<file path="src/rtl/dmac_pkg.sv">
package dmac_pkg;

    localparam int NCH = 4;
    localparam int CHW = 2;
    localparam int DW  = 8;
    localparam int AW  = 16;

    typedef enum logic [3:0] {
        SEL_NONE,
        SEL_ADDR,
        SEL_CNT,
        SEL_CMDST,
        SEL_REQ,
        SEL_MASK1,
        SEL_MODE,
        SEL_CLRFF,
        SEL_TMPRST,
        SEL_CLRMASK,
        SEL_MASKALL
    } sel_e;

    typedef struct packed {
        logic       autoinit;
        logic [1:0] dir;
    } mode_t;

    function automatic sel_e map_offset(input logic [3:0] idx);
        sel_e s;
        if (!idx[3]) begin
            s = idx[0] ? SEL_CNT : SEL_ADDR;
        end else begin
            case (idx[2:0])
                3'd0:    s = SEL_CMDST;
                3'd1:    s = SEL_REQ;
                3'd2:    s = SEL_MASK1;
                3'd3:    s = SEL_MODE;
                3'd4:    s = SEL_CLRFF;
                3'd5:    s = SEL_TMPRST;
                3'd6:    s = SEL_CLRMASK;
                default: s = SEL_MASKALL;
            endcase
        end
        return s;
    endfunction

    function automatic mode_t unpack_mode(input logic [DW-1:0] d);
        mode_t m;
        m.autoinit = d[4];
        m.dir      = d[3:2];
        return m;
    endfunction

endpackage

</file>
<file path="src/rtl/dmac_decode.sv">
module dmac_decode
    import dmac_pkg::*;
#(
    parameter bit WORD_MODE = 1'b0
) (
    input  logic [4:0]    io_addr,
    input  logic [DW-1:0] io_wdata,
    output sel_e          sel,
    output logic [CHW-1:0] chan
);

    logic [3:0] idx;
    logic       hit;

    generate
        if (WORD_MODE) begin : g_word
            assign idx = io_addr[4:1];
            assign hit = !io_addr[0];
        end else begin : g_byte
            assign idx = io_addr[3:0];
            assign hit = !io_addr[4];
        end
    endgenerate

    always_comb begin
        sel = hit ? map_offset(idx) : SEL_NONE;
        if (sel == SEL_ADDR || sel == SEL_CNT) begin
            chan = idx[2:1];
        end else begin
            chan = io_wdata[CHW-1:0];
        end
    end

endmodule

</file>
<file path="src/rtl/dmac_arbiter.sv">
module dmac_arbiter #(
    parameter int N = 4
) (
    input  logic         en,
    input  logic [N-1:0] req,
    output logic [N-1:0] grant
);

    always_comb begin
        grant = '0;
        for (int i = N - 1; i >= 0; i--) begin
            if (en && req[i]) begin
                grant    = '0;
                grant[i] = 1'b1;
            end
        end
    end

endmodule

</file>
<file path="src/rtl/dmac_channel.sv">
module dmac_channel
    import dmac_pkg::*;
(
    input  logic          clk,
    input  logic          rst,
    input  logic          mrst,
    input  logic          wr_addr,
    input  logic          wr_cnt,
    input  logic          hi_sel,
    input  logic [DW-1:0] wdata,
    input  logic          mask_we,
    input  logic          mask_val,
    input  logic          mode_we,
    input  mode_t         mode_in,
    input  logic          sreq_we,
    input  logic          sreq_val,
    input  logic          tc_clr,
    input  logic          grant,
    output logic [AW-1:0] cur_addr,
    output logic [AW-1:0] cur_cnt,
    output logic          masked,
    output logic          tc,
    output logic          sreq,
    output mode_t         mode
);

    logic [AW-1:0] base_addr;
    logic [AW-1:0] base_cnt;
    logic          last_xfer;

    assign last_xfer = (cur_cnt == '0);

    always_ff @(posedge clk) begin
        if (rst) begin
            base_addr <= '0;
            base_cnt  <= '0;
            cur_addr  <= '0;
            cur_cnt   <= '0;
            masked    <= 1'b1;
            tc        <= 1'b0;
            sreq      <= 1'b0;
            mode      <= '0;
        end else if (mrst) begin
            masked <= 1'b1;
            tc     <= 1'b0;
            sreq   <= 1'b0;
        end else begin
            if (wr_addr) begin
                if (hi_sel) begin
                    base_addr[AW-1:DW] <= wdata;
                    cur_addr[AW-1:DW]  <= wdata;
                end else begin
                    base_addr[DW-1:0] <= wdata;
                    cur_addr[DW-1:0]  <= wdata;
                end
            end
            if (wr_cnt) begin
                if (hi_sel) begin
                    base_cnt[AW-1:DW] <= wdata;
                    cur_cnt[AW-1:DW]  <= wdata;
                end else begin
                    base_cnt[DW-1:0] <= wdata;
                    cur_cnt[DW-1:0]  <= wdata;
                end
            end
            if (mask_we) masked <= mask_val;
            if (mode_we) mode   <= mode_in;
            if (sreq_we) sreq   <= sreq_val;
            if (tc_clr)  tc     <= 1'b0;
            if (grant) begin
                if (last_xfer) begin
                    tc   <= 1'b1;
                    sreq <= 1'b0;
                    if (mode.autoinit) begin
                        cur_addr <= base_addr;
                        cur_cnt  <= base_cnt;
                    end else begin
                        cur_addr <= cur_addr + 1'b1;
                        cur_cnt  <= cur_cnt - 1'b1;
                        masked   <= 1'b1;
                    end
                end else begin
                    cur_addr <= cur_addr + 1'b1;
                    cur_cnt  <= cur_cnt - 1'b1;
                end
            end
        end
    end

endmodule

</file>
<file path="src/rtl/dmac_regif.sv">
module dmac_regif
    import dmac_pkg::*;
#(
    parameter bit WORD_MODE = 1'b0,
    localparam int XAW = AW + (WORD_MODE ? 1 : 0)
) (
    input  logic           clk,
    input  logic           rst,
    input  logic [4:0]     io_addr,
    input  logic           io_wr,
    input  logic           io_rd,
    input  logic [DW-1:0]  io_wdata,
    output logic [DW-1:0]  io_rdata,
    input  logic [NCH-1:0] dreq,
    output logic [NCH-1:0] dack,
    output logic [XAW-1:0] xfer_addr,
    output logic [1:0]     xfer_dir,
    output logic           xfer_tc
);

    sel_e           sel;
    logic [CHW-1:0] chan;
    logic           ff_q;
    logic           halt_q;
    logic           mrst;
    logic           tc_clr;
    logic           bus_busy;
    logic [NCH-1:0] mask_q;
    logic [NCH-1:0] tc_q;
    logic [NCH-1:0] sreq_q;
    logic [NCH-1:0] eligible;
    logic [NCH-1:0] live_req;
    logic [AW-1:0]  cur_addr [NCH];
    logic [AW-1:0]  cur_cnt  [NCH];
    mode_t          mode_q   [NCH];
    logic [AW-1:0]  sel_addr;

    dmac_decode #(.WORD_MODE(WORD_MODE)) u_dec (
        .io_addr  (io_addr),
        .io_wdata (io_wdata),
        .sel      (sel),
        .chan     (chan)
    );

    assign bus_busy = io_wr || io_rd;
    assign mrst     = io_wr && (sel == SEL_TMPRST);
    assign tc_clr   = io_rd && (sel == SEL_CMDST);

    always_ff @(posedge clk) begin
        if (rst) begin
            ff_q   <= 1'b0;
            halt_q <= 1'b0;
        end else if (mrst) begin
            ff_q   <= 1'b0;
            halt_q <= 1'b0;
        end else begin
            if (io_wr && sel == SEL_CLRFF) begin
                ff_q <= 1'b0;
            end else if (bus_busy && (sel == SEL_ADDR || sel == SEL_CNT)) begin
                ff_q <= !ff_q;
            end
            if (io_wr && sel == SEL_CMDST) halt_q <= io_wdata[2];
        end
    end

    generate
        for (genvar i = 0; i < NCH; i++) begin : g_ch
            logic is_me;
            logic m_we;
            logic m_val;
            assign is_me = (chan == CHW'(i));
            assign m_we  = io_wr && ((sel == SEL_MASK1 && is_me) ||
                                     sel == SEL_CLRMASK || sel == SEL_MASKALL);
            assign m_val = (sel == SEL_MASK1)   ? io_wdata[2] :
                           (sel == SEL_MASKALL) ? io_wdata[i] : 1'b0;

            dmac_channel u_ch (
                .clk      (clk),
                .rst      (rst),
                .mrst     (mrst),
                .wr_addr  (io_wr && sel == SEL_ADDR && is_me),
                .wr_cnt   (io_wr && sel == SEL_CNT && is_me),
                .hi_sel   (ff_q),
                .wdata    (io_wdata),
                .mask_we  (m_we),
                .mask_val (m_val),
                .mode_we  (io_wr && sel == SEL_MODE && is_me),
                .mode_in  (unpack_mode(io_wdata)),
                .sreq_we  (io_wr && sel == SEL_REQ && is_me),
                .sreq_val (io_wdata[2]),
                .tc_clr   (tc_clr),
                .grant    (dack[i]),
                .cur_addr (cur_addr[i]),
                .cur_cnt  (cur_cnt[i]),
                .masked   (mask_q[i]),
                .tc       (tc_q[i]),
                .sreq     (sreq_q[i]),
                .mode     (mode_q[i])
            );

            assign live_req[i] = dreq[i] || sreq_q[i];
            assign eligible[i] = live_req[i] && !mask_q[i];
        end
    endgenerate

    dmac_arbiter #(.N(NCH)) u_arb (
        .en    (!halt_q && !bus_busy),
        .req   (eligible),
        .grant (dack)
    );

    always_comb begin
        sel_addr = '0;
        xfer_dir = '0;
        xfer_tc  = 1'b0;
        for (int i = 0; i < NCH; i++) begin
            if (dack[i]) begin
                sel_addr = cur_addr[i];
                xfer_dir = mode_q[i].dir;
                xfer_tc  = (cur_cnt[i] == '0);
            end
        end
    end

    generate
        if (WORD_MODE) begin : g_waddr
            assign xfer_addr = {sel_addr, 1'b0};
        end else begin : g_baddr
            assign xfer_addr = sel_addr;
        end
    endgenerate

    always_comb begin
        io_rdata = '0;
        if (io_rd) begin
            case (sel)
                SEL_ADDR:    io_rdata = ff_q ? cur_addr[chan][AW-1:DW] : cur_addr[chan][DW-1:0];
                SEL_CNT:     io_rdata = ff_q ? cur_cnt[chan][AW-1:DW]  : cur_cnt[chan][DW-1:0];
                SEL_CMDST:   io_rdata = {live_req, tc_q};
                SEL_MASKALL: io_rdata = {{(DW-NCH){1'b0}}, mask_q};
                default:     io_rdata = '0;
            endcase
        end
    end

endmodule

</file>
<file path="config.mk">
export PLATFORM = sky130hd
export DESIGN_NAME = dmac_regif
export DESIGN_NICKNAME = d
export VERILOG_FILES = /design/src/rtl/dmac_pkg.sv /design/src/rtl/dmac_decode.sv /design/src/rtl/dmac_arbiter.sv /design/src/rtl/dmac_channel.sv /design/src/rtl/dmac_regif.sv
export SDC_FILE = /design/constraint.sdc
export NUM_CORES = 1
export LEC_CHECK = 0
export ABC_CLOCK_PERIOD_IN_PS = 10300
export BUFFER_PORTS_ARGS = -buffer_cell sky130_fd_sc_hd__buf_2
export CORE_MARGIN = 2
export CORE_UTILIZATION = 50
export DETAILED_ROUTE_END_ITERATION = 8
export MAX_ROUTING_LAYER = met4
export PLACE_DENSITY_LB_ADDON = 0.2
export SLEW_MARGIN = 40
export SYNTH_ARGS = -nofsm -noshare
export SYNTH_HDL_FRONTEND = slang
export SYNTH_SLANG_ARGS = --single-unit
</file>
<file path="constraint.sdc">
create_clock -name clk -period 10.3 [get_ports clk]
set_input_delay 1.03 -clock clk [delete_from_list [all_inputs] [get_ports clk]]
set_output_delay 1.03 -clock clk [all_outputs]
set_load 0.01 [all_outputs]
</file>
==> results.cfg, run 1 <==
[min_path]
min_path_type = reg -> reg

[routing]
via_count = 16100
drt-total-wl_um = 56400
drcViolationCount = 0
vias_per_cell = 6.37
dr.pass1.iters = 6
ant_nets = 0
dr.first_iter.drc_count = 1967
wl_per_cell_um = 22.2

[status]
status = complete, no violations

[timing]
hold_slack_ns = 0.451
worst_pin_slew_ns = 0.903
tns_ns = 0
hold_viol_final = 0
maxSlewViolCount = 0
setup_viol = 0
fin_crit_ns = 6.11
fmax_mhz = 164
rsz0062_at_grt = no
fin_skew_ns = 0.0115
max_slew_margin_pct = 39.8
fin_crit_sh_pct = 59.3

[worst_setup_path]
startpoint_type = input port
end_kind = output port
cp.required_ns = 9.27
crit_fanout = 42
crit_type = in -> out
cp.arrival_ns = 5.08

[global_route]
antenna_found_initial = 0
grt_overflow = 0
gr-usage-all-layers_pct = 34.1
grt_pass1_vias = 14700
grt_max_degree = 103
grt_pass1_wl_um = 87200

[floorplan]
die_y_um = 184
initial_core_util_pct = 51.2
core_area_mm2 = 0.0317
rows = 65
die-area_mm2 = 0.0339
io_pins = 52
die_w_um = 184

[place]
port_buffers = 51
hpwl_um = 37400
gp_congestion = 0.965

[clock_tree]
clock-sinks = 282
post_cts_buffers = 0
cts_resized = 0
cts_inserted_buffers = 34
cts_buffer_depth = 3
root_buffer = clkbuf_16
insertion_delay_ns = 0.51
cts_tree = done
htreeDepth = 2
holdBufCountCts = 0
clk_pin_slew_ns = 0.06

[layout]
layout-drive-gt1-share_pct = 9.15
layout_commonest_cell = nand2_1
area_growth_pct = 7.93
final_cell_mix = nand2_1, dfxtp_1, nor2_1
nNetsFinal = 2145
n_antenna_cell = 0

[synth]
syn_avg_cell_area_um2 = 7.41
synth_compound_area_share_pct = 22.2
synth_seq_cells = 282
synthFlopType = dfxtp_1
yosysWarningCount = 0
netlist_area_mm2 = 0.0162
synth_top_family_by_area = simple AND/OR/NAND/NOR gates
syn-num-nets = 2226
synth_edf_count = 0
synthSimpleGateAreaFrac_pct = 25.5
synthCells = 2189
synthArstFlopShare_pct = 0
synth_xor_area_share_pct = 5.71
seq_area_frac_synth_pct = 34.8
muxShareOfSynthArea_pct = 4.89
yosysUniqueCellTypes = 74
synthAdderAreaFrac_pct = 1.23

[pwr]
powerDensity_mw_per_mm2 = 147
comb_power_share_pct = 9.2
seq_power_share_pct = 43.3
clock_power_share_pct = 47.4
p_int_mw = 1.91
power.switching_mw = 0.668
leakagePower_nw = 6.42
peakVddDrop_mv = 0.156
power.share.switching_pct = 25.9

[run]
cap_violations = 0
[path summary, 6_finish.rpt]
check	from	endpoint	slack [ns]	cells after the start
setup / recovery	io_addr[0]	io_rdata[6]	4.19	13
hold / removal	g_ch[2].u_ch.base_addr[2]$_SDFFE_PP0P_	g_ch[2].u_ch.base_addr[2]$_SDFFE_PP0P_	0.45	2
setup reg to reg	g_ch[3].u_ch.cur_cnt[6]$_SDFFE_PP0P_	g_ch[3].u_ch.cur_addr[1]$_SDFFE_PP0P_	7.16	7
hold reg to reg	g_ch[2].u_ch.base_addr[2]$_SDFFE_PP0P_	g_ch[2].u_ch.base_addr[2]$_SDFFE_PP0P_	0.45	2
[state kept, by name, indices dropped and copies added (netlist names)]
register             flops
ff_q                     1
g_ch.u_ch.base_addr     64
g_ch.u_ch.base_cnt      64
g_ch.u_ch.cur_addr      64
g_ch.u_ch.cur_cnt       64
g_ch.u_ch.masked         4
g_ch.u_ch.mode          12
g_ch.u_ch.sreq           4
g_ch.u_ch.tc             4
halt_q                   1
[through the flow]
stage               utilization, %  worst slack (ns)  instances  total power, mW  cell area, um^2
finish                        55.2              4.19       2534             2.58            17500
global route                  55.2              4.05       2534             2.66            17500
CTS                           55.2              4.33       2534             2.59            17500
detailed placement            51.7              4.36       2474             1.37            16400
global placement              51.6              4.42       2474             1.37            16400
floorplan                        -              5.49       2189             1.31            16200
[power by group through the flow]
stage          Sequential, mW  Combinational [mW]  Clock (mW)
5_1_grt                  1.12               0.258        1.28
3_3_place_gp             1.14               0.229           0
4_1_cts                  1.12               0.233        1.23
2_1_floorplan            1.13               0.179           0
6_report                 1.12               0.238        1.22
3_5_place_dp             1.14               0.232           0
[worst max-delay path, cell delays in order]
cell and delay (ns):
buf_2 0.22, inv_1 0.18, ha_1 0.27, or3_1 0.51, nor4_2 0.49, nor4_4 0.09, buf_4 0.31, nand2_1 0.47
buf_4 0.34, o22ai_1 0.11, o32ai_1 0.59, a2111o_1 0.29, buf_2 0.14
[kinds of logic (layout without fill, tap and decap cells)]
group,Yosys count,in the layout
simple gates,946,946
compound gates,547,547
flops,282,282
buf+inv,219,162
xor+xnor,105,105
mux,74,74
fa+ha+maj,16,16
[cell usage after synthesis (4+ instances only)]
cell	instances	area, um^2
nand2_1	467	1750
dfxtp_1	282	5650
nor2_1	256	961
a21oi_1	232	1160
clkbuf_1	141	529
a311oi_1	94	823
a211oi_1	76	571
xnor2_1	63	552
nand3_1	47	235
nor3_1	41	205
xor2_1	41	359
o21ai_0	37	185
mux2i_1	35	350
mux2_2	33	372
inv_1	30	113
buf_2	28	140
nand4_1	23	144
a222oi_1	18	180
and3_1	18	113
nor4_1	18	113
o22ai_1	18	113
ha_1	16	200
a31oi_1	15	93.8
or3_1	10	62.6
buf_4	8	60.1
buf_1	7	26.3
nand2b_1	7	43.8
a21o_1	6	45.0
nand3b_1	6	45.0
o31ai_1	6	45.0
or4_1	6	45.0
mux2_1	5	56.3
nor2_2	5	31.3
nor2b_1	5	31.3
o221ai_1	5	43.8
a2111o_1	4	45.0
a211o_1	4	35.0
a22oi_1	4	30.0
and4_1	4	35.0
nand4_2	4	50.1
o32ai_1	4	35.0
[area by class of cell]
type	count	area (um^2)
clock buffer	49	978
inverter	31	118
tap	402	503
timing repair buffer	71	422
multi-input combinational	1688	9710
fill	3010	14200
clock inverter	11	138
sequential	282	5650
[metal layers]
layer  vias to the layer above  part of all wire (%)  track usage, %
li1                       7605                     -               -
met1                      7623                    42            44.7
met2                       756                    45            53.1
met3                       146                   7.6            4.05
met4                         0                   4.8            14.7
met5                         -                     0               -
Note: power is estimated with default switching activity, not from simulation.
==> run 2: changes to the inputs <==
--- a/config.mk
+++ b/config.mk
@@ -5,7 +5,7 @@
 export SDC_FILE = /design/constraint.sdc
 export NUM_CORES = 1
 export LEC_CHECK = 0
-export ABC_CLOCK_PERIOD_IN_PS = 10300
+export ABC_CLOCK_PERIOD_IN_PS = 5690
 export BUFFER_PORTS_ARGS = -buffer_cell sky130_fd_sc_hd__buf_2
 export CORE_MARGIN = 2
 export CORE_UTILIZATION = 50
==> constraint.sdc (replaced) <==
create_clock -name clk -period 5.69 [get_ports clk]
set_input_delay 0.569 -clock clk [delete_from_list [all_inputs] [get_ports clk]]
set_output_delay 0.569 -clock clk [all_outputs]
set_load 0.01 [all_outputs]
==> run 2 against run 1 <==
Net effect:
- the flow now finishes with violations (DRC)
- non-clock buffer count up 8
- register-to-register slack got worse by 4.5 ns
- routed wire length up 0.81%
- largest power group unchanged
- sequential share of layout area decreased by 0.092 points
- critical endpoint is now io_rdata[2]
- via count rose by 0.66%
- hold slack hardly changed
==> results.cfg, run 2 (synthesized netlist as in run 1, its figures left out) <==
[global_route]
grt_pass1_vias = 14900
grt_pass1_wl_um = 87700
grt_max_degree = 133
grt_overflow = 0
gr-usage-all-layers_pct = 34.3
antenna_found_initial = 0

[timing]
worst_slack_ns = 0.583
hold_slack_ns = 0.452
fmax_mhz = 196
maxSlewViolCount = 0
hold_viol_final = 0
fin_crit_ns = 5.11
max_slew_margin_pct = 40.3
fin_crit_sh_pct = 89.8
fin_skew_ns = 0.0145
rsz0062_at_grt = no
tns_ns = 0
worst_pin_slew_ns = 0.895
setup_viol = 0

[worst_setup_path]
startpoint_type = input port
crit_fanout = 28
end_kind = output port
cp.required_ns = 5.12
ff2ff_path_depth = 8
cp.arrival_ns = 4.54
crit_type = in -> out

[layout]
layout-drive-gt1-share_pct = 9.11
final_area_mm2 = 0.0176
nNetsFinal = 2153
layout_commonest_cell = nand2_1
final_cell_mix = nand2_1, dfxtp_1, nor2_1
area_growth_pct = 8.24
fin_cells = 2543
final_util_pct = 55.4
n_antenna_cell = 0

[pwr]
clock_power_share_pct = 46.1
p_int_mw = 3.37
powerDensity_mw_per_mm2 = 260
power.switching_mw = 1.20
comb_power_share_pct = 9.6
seq_power_share_pct = 44.3
total_power_mw = 4.57
power.share.switching_pct = 26.3
peakVddDrop_mv = 0.240
leakagePower_nw = 6.43

[clock_tree]
clk_pin_slew_ns = 0.06
root_buffer = clkbuf_16
cts_buffer_depth = 3
cts_tree = done
insertion_delay_ns = 0.52
cts_resized = 0
cts_inserted_buffers = 34
holdBufCountCts = 0
htreeDepth = 2
post_cts_buffers = 0
clock-sinks = 282

[floorplan]
die_y_um = 184
die_w_um = 184
core_area_mm2 = 0.0317
rows = 65
initial_core_util_pct = 51.2
io_pins = 52
die-area_mm2 = 0.0339

[routing]
wl_per_cell_um = 22.3
drt-total-wl_um = 56800
ant_nets = 0
dr.first_iter.drc_count = 2171
vias_per_cell = 6.38
dr.pass1.iters = 9
via_count = 16200
drcViolationCount = 5

[place]
hpwl_um = 37800
place_inst = 2479
postPlaceCellArea_mm2 = 0.0165
port_buffers = 51
dp_slack_ns = 0.793
gp_congestion = 0.967

[status]
status = complete, but fails checks
violations = DRC

[run]
cap_violations = 0

[min_path]
min_path_cells = 2
min_path_type = reg -> reg
[run 2: cell count changes in the layout (fill, tap and decap cells not counted), moves of 3 or more]
cell,delta
clkbuf_1,+8
buf_4,+7
clkinv_2,-4
bufinv_16,-3
[run 2: area by class of cell]
cell class	count	area, um^2
Inverter	31	116
Timing Repair Buffer	79	539
Clock buffer	57	1030
Multi-Input combinational cell	1688	9710
Sequential cell	282	5650
Fill cell	3116	14200
Clock inverter	4	22.5
Tap cell	402	503
[run 2: critical path, stage by stage]
cell	delay [ns]
buf_2	0.22
inv_1	0.18
ha_1	0.50
xnor2_1	0.34
nor4_2	0.12
or4_1	0.74
nand2_2	0.57
o22ai_1	0.17
o32ai_1	0.66
a2111o_1	0.30
buf_2	0.15
[run 2: worst paths after layout]
| path | startpoint | slack (ns) | endpoint |
|---|---|---|---|
| hold reg to reg | g_ch[2].u_ch.base_addr[8]$_SDFFE_PP0P_ | 0.45 | g_ch[2].u_ch.base_addr[8]$_SDFFE_PP0P_ |
| hold / removal | g_ch[2].u_ch.base_addr[8]$_SDFFE_PP0P_ | 0.45 | g_ch[2].u_ch.base_addr[8]$_SDFFE_PP0P_ |
| setup reg to reg | halt_q$_SDFFE_PP0P_ | 2.68 | g_ch[2].u_ch.masked$_SDFF_PP1_ |
| setup / recovery | io_addr[0] | 0.58 | io_rdata[2] |
[run 2: power by group through the flow]
stage,logic [mW],clock network (mW),registers (mW)
3_5_place_dp,0.424,0,2.07
4_1_cts,0.428,2.12,2.02
6_report,0.441,2.11,2.03
3_3_place_gp,0.418,0,2.07
5_1_grt,0.476,2.20,2.03
2_1_floorplan,0.324,0,2.05
[run 2: routing by layer]
| layer | GRT usage, % | vias up | wire, um |
|---|---|---|---|
| met2 | 53.4 | 719 | 25700 |
| met5 | - | - | 0 |
| met1 | 45.1 | 7742 | 24100 |
| met3 | 4.33 | 161 | 4310 |
| li1 | - | 7614 | - |
| met4 | 14.7 | 0 | 2710 |
